<file path="config.mk">
export PLATFORM = sky130hd
export DESIGN_NAME = pfx_decoder
export DESIGN_NICKNAME = d
export VERILOG_FILES = /design/src/rtl/pfx_dec_pkg.sv /design/src/rtl/pfx_state.sv /design/src/rtl/pfx_field_decode.sv /design/src/rtl/pfx_decoder.sv
export SDC_FILE = /design/constraint.sdc
export NUM_CORES = 1
export LEC_CHECK = 0
export BUFFER_PORTS_ARGS = -buffer_cell sky130_fd_sc_hd__buf_2
export CAP_MARGIN = 20
export CORE_AREA = 2 2 81 83
export CTS_BUF_LIST = sky130_fd_sc_hd__clkbuf_8
export DETAILED_ROUTE_END_ITERATION = 16
export DIE_AREA = 0 0 83 85
export PLACE_DENSITY_LB_ADDON = 0.12
export SYNTH_ARGS = -nofsm -noshare
export SYNTH_HDL_FRONTEND = slang
export SYNTH_SLANG_ARGS = --single-unit
</file>
<file path="constraint.sdc">
create_clock -name clk -period 3.28 [get_ports clk]
set_clock_uncertainty 0.1 [all_clocks]
set_input_delay 0.656 -clock clk [delete_from_list [all_inputs] [get_ports clk]]
set_output_delay 0.656 -clock clk [all_outputs]
set_load 0.005 [all_outputs]
</file>
<file path="src/rtl/pfx_dec_pkg.sv">
package pfx_dec_pkg;
  localparam int ILEN  = 16;
  localparam int RW    = 3;
  localparam int KS_W  = 6;
  localparam int KL_W  = 9;
  localparam int KR_W  = 5;
  localparam int PFX_W = 12;
  localparam int EXT_W = 2;

  typedef enum logic [2:0] {
    CL_NONE, CL_ALU, CL_LOAD, CL_STORE, CL_BRANCH, CL_LDI, CL_SHIFT, CL_MOV
  } op_class_e;

  typedef enum logic [3:0] {
    OP_ADD, OP_ADC, OP_RSB, OP_RSBC, OP_AND, OP_OR, OP_XOR,
    OP_MUL, OP_SMUL, OP_DIV, OP_SDIV,
    OP_ROR, OP_ROL, OP_LSL, OP_LSR, OP_RSV
  } alu_op_e;

  typedef struct packed {
    logic              valid;
    logic              illegal;
    op_class_e         cls;
    alu_op_e           op;
    logic [RW-1:0]     rx;
    logic [RW-1:0]     ry;
    logic [RW-1:0]     rz;
    logic              imm_sel;
    logic [EXT_W-1:0]  msize;
    logic [RW-1:0]     cond;
    logic              link;
    logic              rot16;
  } dec_ctl_t;

  function automatic alu_op_e alu_sel(input logic [2:0] s, input logic [EXT_W-1:0] e);
    if (s == 3'd7) return alu_op_e'(4'd7 + {2'b00, e});
    return alu_op_e'({1'b0, s});
  endfunction
endpackage

</file>
<file path="src/rtl/pfx_state.sv">
module pfx_state
  import pfx_dec_pkg::*;
#(
  parameter int XLEN = 32
) (
  input  logic             clk,
  input  logic             rst,
  input  logic             step,
  input  logic             is_ipfx,
  input  logic             is_alt,
  input  logic [PFX_W-1:0] payload,
  input  logic [EXT_W-1:0] alt_ext,
  output logic [XLEN-1:0]  acc,
  output logic             pend,
  output logic [EXT_W-1:0] ext
);
  always_ff @(posedge clk) begin
    if (rst) begin
      acc  <= '0;
      pend <= 1'b0;
      ext  <= '0;
    end else if (step) begin
      if (is_ipfx) begin
        acc  <= (acc << PFX_W) | XLEN'(payload);
        pend <= 1'b1;
      end else if (is_alt) begin
        ext <= alt_ext;
      end else begin
        acc  <= '0;
        pend <= 1'b0;
        ext  <= '0;
      end
    end
  end

  AST_STATE_CLEARS: assert property (@(posedge clk) disable iff (rst)
    (step && !is_ipfx && !is_alt) |=> (!pend && ext == '0 && acc == '0));
  AST_ALT_KEEPS_ACC: assert property (@(posedge clk) disable iff (rst)
    (step && is_alt) |=> $stable(acc));
  AST_IPFX_KEEPS_EXT: assert property (@(posedge clk) disable iff (rst)
    (step && is_ipfx) |=> ($stable(ext) && pend));
endmodule

</file>
<file path="src/rtl/pfx_field_decode.sv">
module pfx_field_decode
  import pfx_dec_pkg::*;
#(
  parameter int XLEN = 32
) (
  input  logic [ILEN-1:0]  instr,
  input  logic [EXT_W-1:0] ext,
  input  logic             pend,
  input  logic [XLEN-1:0]  acc,
  output dec_ctl_t         ctl,
  output logic [XLEN-1:0]  imm,
  output logic             is_ipfx,
  output logic             is_alt
);
  logic [3:0]      opc;
  logic [KS_W-1:0] k_s;
  logic [KL_W-1:0] k_l;
  logic [KR_W-1:0] k_r;
  logic            bad;

  assign opc = instr[15:12];
  assign k_s = instr[11:6];
  assign k_l = instr[11:3];
  assign k_r = instr[7:3];

  always_comb begin
    ctl     = '0;
    imm     = '0;
    is_ipfx = 1'b0;
    is_alt  = 1'b0;
    bad     = 1'b0;
    ctl.rx  = instr[2:0];
    ctl.ry  = instr[5:3];
    ctl.rz  = instr[8:6];
    case (opc)
      4'b1110: is_ipfx = 1'b1;
      4'b1100: begin
        ctl.cls = CL_ALU;
        ctl.op  = alu_sel(instr[11:9], ext);
      end
      4'b1101: begin
        ctl.cls     = CL_LDI;
        ctl.imm_sel = 1'b1;
        imm = pend ? ((acc << KL_W) | XLEN'(k_l))
                   : {{(XLEN-KL_W){k_l[KL_W-1]}}, k_l};
      end
      4'b1111: begin
        if (instr[11:10] == 2'b00) begin
          ctl.cls     = CL_SHIFT;
          ctl.op      = alu_op_e'(4'd11 + {2'b00, instr[9:8]});
          ctl.rot16   = (ext != '0) && !instr[9];
          ctl.imm_sel = 1'b1;
          imm = pend ? ((acc << KR_W) | XLEN'(k_r)) : XLEN'(k_r);
        end else if (instr[11:6] == 6'b010000) begin
          ctl.cls = CL_MOV;
        end else if (instr[11:2] == 10'b0111011000) begin
          is_alt = 1'b1;
        end else begin
          bad = 1'b1;
        end
      end
      default: begin
        ctl.imm_sel = 1'b1;
        imm = pend ? ((acc << KS_W) | XLEN'(k_s))
                   : {{(XLEN-KS_W){k_s[KS_W-1]}}, k_s};
        if (!opc[3]) begin
          ctl.cls = CL_ALU;
          ctl.op  = alu_sel(opc[2:0], ext);
        end else if (!opc[1]) begin
          ctl.cls   = opc[0] ? CL_STORE : CL_LOAD;
          ctl.msize = ext;
          bad       = (ext == 2'd3);
        end else begin
          ctl.cls  = CL_BRANCH;
          ctl.cond = instr[2:0];
          ctl.link = opc[0];
        end
      end
    endcase
    if (bad) begin
      ctl         = '0;
      imm         = '0;
      ctl.illegal = 1'b1;
    end
    ctl.valid = !(is_ipfx || is_alt);
  end

  always_comb begin
    assert ($onehot0({is_ipfx, is_alt, ctl.illegal}));
  end
endmodule

</file>
<file path="src/rtl/pfx_decoder.sv">
module pfx_decoder
  import pfx_dec_pkg::*;
#(
  parameter int XLEN = 32
) (
  input  logic            clk,
  input  logic            rst,
  input  logic            in_valid,
  input  logic [15:0]     instr,
  output logic            dec_valid,
  output logic            illegal,
  output logic [2:0]      op_class,
  output logic [3:0]      alu_op,
  output logic [2:0]      rx,
  output logic [2:0]      ry,
  output logic [2:0]      rz,
  output logic            imm_sel,
  output logic [XLEN-1:0] imm,
  output logic [1:0]      mem_size,
  output logic [2:0]      br_cond,
  output logic            br_link,
  output logic            rot16
);
  dec_ctl_t         dec_c, dec_q;
  logic [XLEN-1:0]  dec_imm, imm_q;
  logic             is_ipfx, is_alt, pend;
  logic [XLEN-1:0]  acc;
  logic [EXT_W-1:0] ext;

  pfx_state #(.XLEN(XLEN)) u_state (
    .clk(clk), .rst(rst), .step(in_valid),
    .is_ipfx(is_ipfx), .is_alt(is_alt),
    .payload(instr[PFX_W-1:0]), .alt_ext(instr[EXT_W-1:0]),
    .acc(acc), .pend(pend), .ext(ext)
  );

  pfx_field_decode #(.XLEN(XLEN)) u_fields (
    .instr(instr), .ext(ext), .pend(pend), .acc(acc),
    .ctl(dec_c), .imm(dec_imm), .is_ipfx(is_ipfx), .is_alt(is_alt)
  );

  always_ff @(posedge clk) begin
    if (rst || !in_valid || !dec_c.valid) begin
      dec_q <= '0;
      imm_q <= '0;
    end else begin
      dec_q <= dec_c;
      imm_q <= dec_imm;
    end
  end

  assign dec_valid = dec_q.valid;
  assign illegal   = dec_q.illegal;
  assign op_class  = dec_q.cls;
  assign alu_op    = dec_q.op;
  assign rx        = dec_q.rx;
  assign ry        = dec_q.ry;
  assign rz        = dec_q.rz;
  assign imm_sel   = dec_q.imm_sel;
  assign imm       = imm_q;
  assign mem_size  = dec_q.msize;
  assign br_cond   = dec_q.cond;
  assign br_link   = dec_q.link;
  assign rot16     = dec_q.rot16;

  AST_PFX_SILENT: assert property (@(posedge clk) disable iff (rst)
    (in_valid && (is_ipfx || is_alt)) |=> !dec_valid);
  AST_IDLE_QUIET: assert property (@(posedge clk) disable iff (rst)
    !in_valid |=> (!dec_valid && !illegal));
  AST_WORD_VALID: assert property (@(posedge clk) disable iff (rst)
    (in_valid && !is_ipfx && !is_alt) |=> dec_valid);
  AST_ILL_ZERO: assert property (@(posedge clk) disable iff (rst)
    illegal |-> (dec_valid && op_class == 3'd0 && imm == '0 && !imm_sel));
  AST_SIZE_MEM_ONLY: assert property (@(posedge clk) disable iff (rst)
    (op_class != 3'd2 && op_class != 3'd3) |-> mem_size == 2'd0);
  AST_LINK_BRANCH: assert property (@(posedge clk) disable iff (rst)
    br_link |-> op_class == 3'd4);
endmodule

</file>
==> results.json, run 1 <==
{
  "yosys_warnings": 0,
  "worstSetupStartpointType": "input port",
  "cts_inserted_buffers": 9,
  "yosys-top-cells-area": "dfxtp_1 (48%), a22o_1 (6.5%), a21oi_1 (4.4%)",
  "rsz0062_at_grt": "no",
  "crit_fanout": 36,
  "clock_latency_ps": 360,
  "final_core_util_pct": 68.2,
  "worst_pin_slew_ps": 631,
  "cap_violations": 0,
  "rows": 29,
  "grt_overflow_total": 0,
  "post_cts_buffers": 0,
  "grt_max_degree": 37,
  "place_ws_ps": 504,
  "synth-xor-area-share_pct": 0,
  "async_flop_share_pct": 0,
  "met3_length_microns": 1020,
  "drive_above_1_share_pct": 25.6,
  "hold_buffers": 0,
  "grt_pass1_wl_microns": 15600,
  "post-synth-top-count-cell": "dfxtp_1",
  "end_kind": "flop",
  "routed_wl_microns": 9780,
  "seqPwrFrac_pct": 52.0,
  "min_to": "u_state.acc[26]$_SDFFE_PP0P_",
  "dp.cells": 502,
  "rr_worst_depth": 6,
  "cts-resized-gates": 0,
  "grt_pass1_vias": 3033,
  "synth_top_area_share_pct": 48.4,
  "setup_viol": 0,
  "die_h_microns": 85,
  "pwr-share-clk_pct": 38.5,
  "crit_arrival_ps": 2620,
  "timing.rr.end": "imm[11]$_SDFF_PP0_",
  "postSynthCellCount": 378,
  "synth_adder_area_share_pct": 1.72,
  "avgSynthCellArea_sq_um": 9.64,
  "p_per_area_mw_per_mm2": 503,
  "hold_class": "flop to flop",
  "slew_violations": 0,
  "fmaxAchievable_mhz": 406,
  "place_congestion": 1.01,
  "crit_required_ps": 3440,
  "ff2ff_setup_slack_ps": 1200,
  "drc": 0,
  "cts_tree": "done",
  "synth_compound_area_share_pct": 28.6,
  "io_pins": 77,
  "fin_crit_sh_pct": 75.0,
  "synth-main-ff-cell": "dfxtp_1",
  "drtAntennaViolNets": 0,
  "synth_common_cells": "dfxtp_1 (88), nand2_1 (36), a21oi_1 (32)",
  "static-leakage-power_uw": 0.00176,
  "setup_ws_ps": 820,
  "cts_buffer_depth": 2,
  "avgViaCountPerCell": 6.59,
  "swShare_pct": 24.1,
  "path_class": "input port to flop",
  "num_vias": 3415,
  "intPower_uw": 1610,
  "io_buffers": 76,
  "root_buffer": "clkbuf_8",
  "die_w_microns": 83,
  "clkTransAtPathRegs_ps": 80,
  "design_area_sq_mm": 0.00423,
  "core_sq_mm": 0.00620,
  "drt-initial-drc-count": 462,
  "power_frac_comb_pct": 9.5,
  "ir_drop_mv": 0.380,
  "synthSimpleGateAreaFrac_pct": 15.8,
  "dp_hpwl_microns": 6510,
  "routed-wl-met2_microns": 4470,
  "diodes": 0,
  "cts_sinks": 88,
  "yosysTopAreaCell": "dfxtp_1",
  "netlist_area_sq_mm": 0.00364,
  "synth.distinct_cells": 52,
  "min_path_cells": 1,
  "routedLengthMet1_microns": 4100,
  "n_fill_cell": 506,
  "min_from": "u_state.acc[26]$_SDFFE_PP0P_",
  "ys_ff_latch": 88,
  "start_util_pct": 58.7,
  "fin_tns_setup_ps": 0,
  "syn_to_final_growth_pct": 16.1,
  "synth-seq-area-share_pct": 48.4,
  "power.switching_uw": 513,
  "first_pass_iters": 5,
  "fin_crit_ps": 2460,
  "grtUsageTotal_pct": 27.7,
  "maxSlewHeadroom_pct": 58.0,
  "synth_enable_flop_cells": 0,
  "finalHoldViolCount": 0,
  "nNetsFinal": 460,
  "synth_fp_nets": 402,
  "place_area_sq_mm": 0.00401,
  "run_status": "finished, final reports clean",
  "stdcell_count": 518,
  "antenna_found_initial": 0,
  "synth_top_family_by_area": "compound AO/OA/AOI/OAI gates",
  "dieArea_sq_mm": 0.00706,
  "wire_per_inst_microns": 18.9,
  "htreeDepth": 3,
  "synth_mux_area_share_pct": 0,
  "r2r-start": "u_state.pend$_SDFFE_PP0P_",
  "route.top_layer_used": "met4"
}
## routing by layer
metal | up-vias | global-route usage (%)
met4 | 0 | 9.69
met2 | 237 | 43.0
met1 | 1607 | 38.3
met3 | 28 | 6.03
met5 | - | 0
li1 | 1543 | -
## sequential cells by signal, indices dropped and copies added, names as in the netlist
| register | cells |
|---|---|
| u_state.pend | 1 |
| ry | 3 |
| mem_size | 2 |
| rot16 | 1 |
| br_link | 1 |
| u_state.acc | 27 |
| rz | 3 |
| imm_sel | 1 |
| imm | 32 |
| illegal | 1 |
| dec_valid | 1 |
| op_class | 3 |
| br_cond | 3 |
| rx | 3 |
| u_state.ext | 2 |
| alu_op | 4 |
## worst max-delay path, cell delays in order
cell and delay, ps:
buf_2 130, inv_1 160, ha_1 200, or4b_1 450, a32oi_2 290, o211ai_2 160, buf_4 290, a311oi_1 270
## worst max path at each step
| stage | from | to | slack, ps |
|---|---|---|---|
| final | instr[8] | imm[27]$_SDFF_PP0_ | 820 |
| after global routing | instr[8] | imm[22]$_SDFF_PP0_ | 700 |
| after CTS | instr[8] | imm[27]$_SDFF_PP0_ | 880 |
| after detailed placement | instr[8] | imm[27]$_SDFF_PP0_ | 500 |
| after global placement | instr[8] | imm[20]$_SDFF_PP0_ | 620 |
| after floorplan | instr[9] | imm_sel$_SDFF_PP0_ | 830 |
## power groups by stage
| stage | sequential, uW | combinational, uW | clock (uW) |
|---|---|---|---|
| 6_report | 1100 | 203 | 818 |
| 5_1_grt | 1110 | 218 | 871 |
| 4_1_cts | 1110 | 198 | 834 |
| 3_5_place_dp | 1130 | 196 | 0 |
| 3_3_place_gp | 1130 | 194 | 0 |
| 2_1_floorplan | 1130 | 122 | 0 |
## layout make-up
type	instances	area (sq um)	area share [%]
Timing Repair Buffer	84	440	10.4
Inverter	6	22.5	0.532
Sequential cell	88	1760	41.6
Clock inverter	6	83.8	1.98
Clock buffer	10	138	3.25
Tap cell	77	96.3	2.28
Multi-Input combinational cell	247	1690	39.9
## logic make-up after synthesis
| logic type | Yosys count |
|---|---|
| DFF | 88 |
| and+or+nand+nor | 106 |
| adders and majority gates | 5 |
| buffers and inverters | 43 |
| AOI/OAI and AO/OA | 136 |
## layout by cell type (no fill, tap or decap), types with 7 or more instances in the layout
cell	synthesis	final
nor2_1	17	17
buf_2	8	76
a211oi_1	17	17
clkbuf_8	0	10
buf_4	4	8
a22o_1	27	27
nand2_1	36	36
and2_1	11	11
and3_1	7	7
nand3_1	7	7
o221ai_1	12	12
a311oi_1	18	18
a21oi_1	32	32
inv_1	6	7
dfxtp_1	88	88
## per-stage QoR
stage,total power [uW],hold slack (ps)
floorplan,1260,342
global placement,1320,358
detailed placement,1330,357
CTS,2140,383
global route,2200,398
finish,2130,381
No activity file was read; power rests on OpenSTA's default activity.
==> inputs of run 2 (changes only) <==
--- a/config.mk
+++ b/config.mk
@@ -5,12 +5,13 @@
 export SDC_FILE = /design/constraint.sdc
 export NUM_CORES = 1
 export LEC_CHECK = 0
+export ABC_AREA = 1
 export BUFFER_PORTS_ARGS = -buffer_cell sky130_fd_sc_hd__buf_2
 export CAP_MARGIN = 20
-export CORE_AREA = 2 2 81 83
+export CORE_AREA = 2 2 86 88
 export CTS_BUF_LIST = sky130_fd_sc_hd__clkbuf_8
 export DETAILED_ROUTE_END_ITERATION = 16
-export DIE_AREA = 0 0 83 85
+export DIE_AREA = 0 0 88 90
 export PLACE_DENSITY_LB_ADDON = 0.12
 export SYNTH_ARGS = -nofsm -noshare
 export SYNTH_HDL_FRONTEND = slang
==> constraint.sdc (replaced) <==
create_clock -name clk -period 2.48 [get_ports clk]
set_clock_uncertainty 0.1 [all_clocks]
set_input_delay 0.496 -clock clk [delete_from_list [all_inputs] [get_ports clk]]
set_output_delay 0.496 -clock clk [all_outputs]
set_load 0.005 [all_outputs]
==> run 2 against run 1 <==
Compared with the run above:
- via count up 14%
- clock power rose by 21%
- final cell count is 36% higher
- area after synthesis up 7.1%
- sequential power up 33%
- critical path depth unchanged
- count of clock-buffer cells in the layout fell by 1
- critical path type unchanged
- critical endpoint is now alu_op[2]$_SDFF_PP0_
- largest cell class is now multi-input gates
==> results.json, run 2 <==
{
  "synth_top_area_share_pct": 45.2,
  "maxSlewHeadroom_pct": 72.3,
  "rr_worst_depth": 7,
  "syn_to_final_growth_pct": 16.0,
  "clkTransAtPathRegs_ps": 90,
  "yosys_warnings": 0,
  "place_ws_ps": 351,
  "yosysTopAreaCell": "dfxtp_1",
  "route.top_layer_used": "met4",
  "slew_violations": 0,
  "die_h_microns": 90,
  "rsz0062_at_grt": "no",
  "static-leakage-power_uw": 0.00204,
  "min_path_cells": 3,
  "grt_overflow_total": 0,
  "first_pass_iters": 5,
  "cap_violations": 0,
  "crit_fanout": 18,
  "start_util_pct": 55.6,
  "worst_pin_slew_ps": 413,
  "crit_required_ps": 2680,
  "path_cells": "buf_2, nand2_4, nor2_4, nand2_1, buf_4, o22ai_1, nor2_1, nor2_1",
  "drt-initial-drc-count": 383,
  "dp.cells": 688,
  "num_vias": 3894,
  "fin_crit_sh_pct": 71.2,
  "grtUsageTotal_pct": 28.0,
  "crit_arrival_ps": 1960,
  "cts_sinks": 88,
  "async_flop_share_pct": 0,
  "synth-seq-area-share_pct": 45.2,
  "core_sq_mm": 0.00702,
  "hold_buffers": 0,
  "drc": 0,
  "synth-main-ff-cell": "dfxtp_1",
  "intPower_uw": 2030,
  "fmaxAchievable_mhz": 566,
  "grt_pass1_wl_microns": 17700,
  "fin_tns_setup_ps": 0,
  "wire_per_inst_microns": 15.0,
  "setup_ws_ps": 715,
  "avgSynthCellArea_sq_um": 7.28,
  "io_buffers": 76,
  "crit_path_frequent_cell": "nor2_1",
  "grt_pass1_vias": 3550,
  "antenna_found_initial": 0,
  "synth.distinct_cells": 28,
  "post-synth-top-count-cell": "nor2_1",
  "ys_ff_latch": 88,
  "largest_register_ffs": 32,
  "run_status": "finished, final reports clean",
  "cts-resized-gates": 0,
  "yosys-top-cells-area": "dfxtp_1 (45%), nor2_1 (9.4%), nand2_1 (8.7%)",
  "drive_above_1_share_pct": 20.0,
  "setup_viol": 0,
  "swShare_pct": 26.7,
  "nNetsFinal": 624,
  "synth_enable_flop_cells": 0,
  "fin_crit_ps": 1770,
  "avgViaCountPerCell": 5.53,
  "stdcell_count": 704,
  "rows": 31,
  "diodes": 0,
  "io_pins": 77,
  "hold_class": "input port to flop",
  "clock_latency_ps": 360,
  "cts_tree": "done",
  "synth_fp_nets": 560,
  "dieArea_sq_mm": 0.00792,
  "die_w_microns": 88,
  "finalHoldViolCount": 0,
  "cts_buffer_depth": 2,
  "slowest_delay_ps": 280,
  "root_buffer": "clkbuf_8",
  "seqPwrFrac_pct": 52.8,
  "cts_inserted_buffers": 9,
  "dp_hpwl_microns": 7590,
  "post_cts_buffers": 0,
  "path_class": "input port to flop",
  "power.switching_uw": 738,
  "place_congestion": 0.927,
  "end_kind": "flop",
  "drtAntennaViolNets": 0,
  "final_cell_mix": "nor2_1 (98), nand2_1 (90), dfxtp_1 (88)",
  "power_frac_comb_pct": 11.3,
  "routedLengthMet1_microns": 4860,
  "htreeDepth": 3,
  "ir_drop_mv": 0.319,
  "pwr-share-clk_pct": 35.9,
  "final_common_cell": "nor2_1",
  "netlist_area_sq_mm": 0.00390,
  "postSynthCellCount": 536,
  "p_per_area_mw_per_mm2": 611,
  "routed_wl_microns": 10500,
  "met3_length_microns": 887,
  "worstSetupStartpointType": "input port",
  "routed-wl-met2_microns": 4670,
  "cp_slowest_cell": "nor2_4",
  "grt_max_degree": 35,
  "synth_common_cells": "nor2_1 (98), nand2_1 (90), dfxtp_1 (88)"
}
-- run 2: cell count changes in the layout (fill, tap and decap cells not counted), moves of 16 or more --
cell	before	now
nor2_1	17	98
nand2_1	36	90
inv_1	7	36
nand4_1	4	33
a22o_1	27	0
o21ai_0	3	25
a21oi_1	32	53
a311oi_1	18	0
nor3_1	1	17
-- run 2: layout make-up --
cell class	instances	area [sq um]
Clock buffer	9	124
Clock inverter	7	76.3
Fill cell	638	2490
Inverter	40	150
Multi-Input combinational cell	372	1800
Sequential cell	88	1760
Tap cell	99	124
Timing Repair Buffer	89	490
-- run 2: metrics by stage --
stage / total power (uW) / hold WS [ps] / instance area, sq um / util, %
finish: 2760 / 303 / 4530 / 64.5
CTS: 2780 / 295 / 4530 / 64.5
global placement: 1800 / 352 / 4330 / 61.6
floorplan: 1690 / 339 / 3900 / -
detailed placement: 1800 / 354 / 4330 / 61.6
global route: 2890 / 325 / 4530 / 64.5
-- run 2: final timing paths --
path	from	to	slack [ps]
worst min register to register	u_state.acc[21]$_SDFFE_PP0P_	u_state.acc[21]$_SDFFE_PP0P_	370
worst min-delay path	instr[5]	ry[2]$_SDFF_PP0_	300
worst max register to register	u_state.ext[0]$_SDFFE_PP0P_	alu_op[1]$_SDFF_PP0_	930
worst max-delay path	instr[14]	alu_op[2]$_SDFF_PP0_	710
-- run 2: critical path, delay by kind of cell --
kind | cells | cell delay [ps]
AO/OA/AOI/OAI | 1 | 210
buffers and inverters | 2 | 440
AND/OR/NAND/NOR | 5 | 810
-- run 2: cell families (layout without fill, tap and decap cells) --
| logic type | Yosys count | in the layout | share of synthesized area [%] |
|---|---|---|---|
| buffers and inverters | 76 | 145 | 8.72 |
| AOI/OAI and AO/OA | 99 | 99 | 13.8 |
| and+or+nand+nor | 268 | 268 | 30.7 |
| DFF | 88 | 88 | 45.2 |
| adders and majority gates | 5 | 5 | 1.60 |
-- run 2: power by group through the flow --
| stage | sequential, uW | clock, uW | combinational, uW |
|---|---|---|---|
| final | 1460 | 991 | 313 |
| after global routing | 1460 | 1080 | 348 |
| after CTS | 1460 | 1010 | 308 |
| after detailed placement | 1490 | 0 | 306 |
| after global placement | 1490 | 0 | 306 |
| after floorplan | 1500 | 0 | 194 |
-- run 2: layer usage --
layer  vias to the layer above  GRT usage, %
met5                         -             0
met4                         0          8.85
met1                      1777          43.3
met2                       195          40.1
met3                        12          3.58
li1                       1910             -
==> inputs of run 3 (changes only) <==
--- a/config.mk
+++ b/config.mk
@@ -5,13 +5,13 @@
 export SDC_FILE = /design/constraint.sdc
 export NUM_CORES = 1
 export LEC_CHECK = 0
-export ABC_AREA = 1
+export ABC_AREA = 0
 export BUFFER_PORTS_ARGS = -buffer_cell sky130_fd_sc_hd__buf_2
 export CAP_MARGIN = 20
-export CORE_AREA = 2 2 86 88
+export CORE_AREA = 2 2 84 86
 export CTS_BUF_LIST = sky130_fd_sc_hd__clkbuf_8
 export DETAILED_ROUTE_END_ITERATION = 16
-export DIE_AREA = 0 0 88 90
+export DIE_AREA = 0 0 86 88
 export PLACE_DENSITY_LB_ADDON = 0.12
 export SYNTH_ARGS = -nofsm -noshare
 export SYNTH_HDL_FRONTEND = slang
==> constraint.sdc (replaced) <==
create_clock -name clk -period 1.8 [get_ports clk]
set_clock_uncertainty 0.1 [all_clocks]
set_input_delay 0.36 -clock clk [delete_from_list [all_inputs] [get_ports clk]]
set_output_delay 0.36 -clock clk [all_outputs]
set_load 0.005 [all_outputs]
==> run 3 against run 2 <==
Compared with the run above:
- the flow now finishes with violations (setup timing)
- final area grew 7.2%
- via count decreased by 8.7%
- first-iteration DRC count is 21% lower
- critical endpoint is now imm[13]$_SDFF_PP0_
- largest cell class unchanged
- largest power group unchanged
- highest routed layer unchanged
==> results.json, run 3 (synthesis results as in run 1) <==
{
  "run_status": "finished, violations left",
  "violations": "setup timing",
  "static-leakage-power_uw": 0.00207,
  "grt_overflow_total": 0,
  "total_power_uw": 4050,
  "crit_fanout": 17,
  "finalHoldViolCount": 0,
  "cp_slowest_cell": "or4b_4",
  "first_pass_iters": 6,
  "power_frac_comb_pct": 12.6,
  "worst_pin_slew_ps": 672,
  "diodes": 0,
  "hold_buffers": 0,
  "timing.hold.ws_ps": 152,
  "largest_register_ffs": 32,
  "setup_ws_ps": -34.6,
  "maxSlewHeadroom_pct": 55.2,
  "fin_crit_sh_pct": 102,
  "routedLengthMet1_microns": 4730,
  "fin_crit_ps": 1830,
  "crit_required_ps": 1960,
  "place_congestion": 0.906,
  "met3_length_microns": 752,
  "io_pins": 77,
  "cp_top_family": "compound AO/OA/AOI/OAI gates",
  "avgViaCountPerCell": 6.25,
  "seqPwrFrac_pct": 49.7,
  "swShare_pct": 24.8,
  "end_kind": "flop",
  "num_vias": 3556,
  "drc": 0,
  "die_w_microns": 86,
  "routed-wl-met2_microns": 5100,
  "final_core_util_pct": 73.0,
  "io_buffers": 76,
  "htreeDepth": 3,
  "grt_pass1_wl_microns": 16000,
  "syn_to_final_growth_pct": 33.2,
  "power.switching_uw": 1000,
  "wire_per_inst_microns": 18.9,
  "drive_above_1_share_pct": 35.8,
  "root_buffer": "clkbuf_8",
  "ff2ff_setup_slack_ps": 140,
  "p_per_area_mw_per_mm2": 834,
  "start_util_pct": 54.8,
  "routed_wl_microns": 10700,
  "n_fill_cell": 494,
  "rsz0062_at_grt": "yes",
  "intPower_uw": 3040,
  "die_h_microns": 88,
  "cts_buffer_depth": 2,
  "antenna_found_initial": 0,
  "grtUsageTotal_pct": 27.4,
  "fmaxAchievable_mhz": 545,
  "path_class": "input port to flop",
  "grt_pass1_vias": 3146,
  "clkTransAtPathRegs_ps": 90,
  "grt_max_degree": 39,
  "crit_arrival_ps": 2000,
  "drt-initial-drc-count": 304,
  "nNetsFinal": 509,
  "drtAntennaViolNets": 0,
  "pwr-share-clk_pct": 37.6,
  "dieArea_sq_mm": 0.00757,
  "setup_viol": 9,
  "slew_violations": 0,
  "clock_latency_ps": 360,
  "ir_drop_mv": 0.564,
  "worstSetupStartpointType": "input port",
  "cts_tree": "done",
  "worst-path-buf-inv": 3,
  "route.top_layer_used": "met4",
  "fin_tns_setup_ps": -119,
  "cap_violations": 0,
  "cts_inserted_buffers": 9,
  "cts_sinks": 88,
  "rows": 30,
  "hold_class": "input port to flop",
  "core_sq_mm": 0.00664,
  "path_cells": "buf_8, inv_6, ha_4, or4b_4, a32oi_4, o211ai_4, buf_12, a211oi_1",
  "slowest_delay_ps": 470,
  "dp_hpwl_microns": 7040,
  "final_common_cell": "dfxtp_1",
  "final_cell_mix": "dfxtp_1 (88), buf_2 (75), buf_4 (46)"
}
-- run 3: cell types whose count changed in the layout (fill, tap and decap cells not counted), moves of 22 or more --
cell,before,now
o21ai_0,25,3
a22o_1,0,27
nor2_1,98,17
nand4_1,33,4
inv_1,36,5
buf_4,12,46
nand2_1,90,36
-- run 3: final cells by class --
class | instances | area, sq um | share of cell area, %
clock buffers | 10 | 138 | 2.84
clock inverters | 5 | 81.3 | 1.68
inverters | 6 | 32.5 | 0.670
multi-input cells | 247 | 1810 | 37.4
flip-flops and latches | 88 | 1760 | 36.3
well taps | 80 | 100 | 2.06
repair buffers | 133 | 926 | 19.1
-- run 3: final timing paths --
check | from | to | cells after the start
max | instr[8] | imm[13]$_SDFF_PP0_ | 8
max reg2reg | u_state.pend$_SDFFE_PP0P_ | imm[20]$_SDFF_PP0_ | 4
min reg2reg | u_state.acc[22]$_SDFFE_PP0P_ | u_state.acc[22]$_SDFFE_PP0P_ | 1
min | rst | u_state.ext[1]$_SDFFE_PP0P_ | 2
-- run 3: power by group through the flow --
stage / Combinational [uW] / Sequential [uW] / Clock, uW
2_1_floorplan: 230 / 2070 / 0
3_3_place_gp: 440 / 2060 / 0
3_5_place_dp: 447 / 2060 / 0
4_1_cts: 461 / 2010 / 1520
5_1_grt: 548 / 2020 / 1600
6_report: 511 / 2010 / 1520
-- run 3: stage by stage --
stage | instance area [sq um] | setup slack, ps | cells
detailed placement | 4430 | -451 | 548
global placement | 4430 | -419 | 548
finish | 4850 | -34.6 | 569
floorplan | 3680 | -243 | 378
CTS | 4690 | 2.32 | 565
global route | 4850 | -54.0 | 569
-- run 3: what timing repair did --
item                                    4_1_cts  5_1_grt
buffers inserted                              1        1
pin swaps                                     1        3
gates cloned                                  1        3
gates resized for setup                       7       18
endpoints found under the setup margin       33       49
-- run 3: layer usage --
| layer | global-route usage, % | vias up |
|---|---|---|
| li1 | - | 1640 |
| met1 | 38.1 | 1705 |
| met2 | 43.5 | 193 |
| met3 | 5.47 | 18 |
| met4 | 8.23 | 0 |
| met5 | 0 | - |
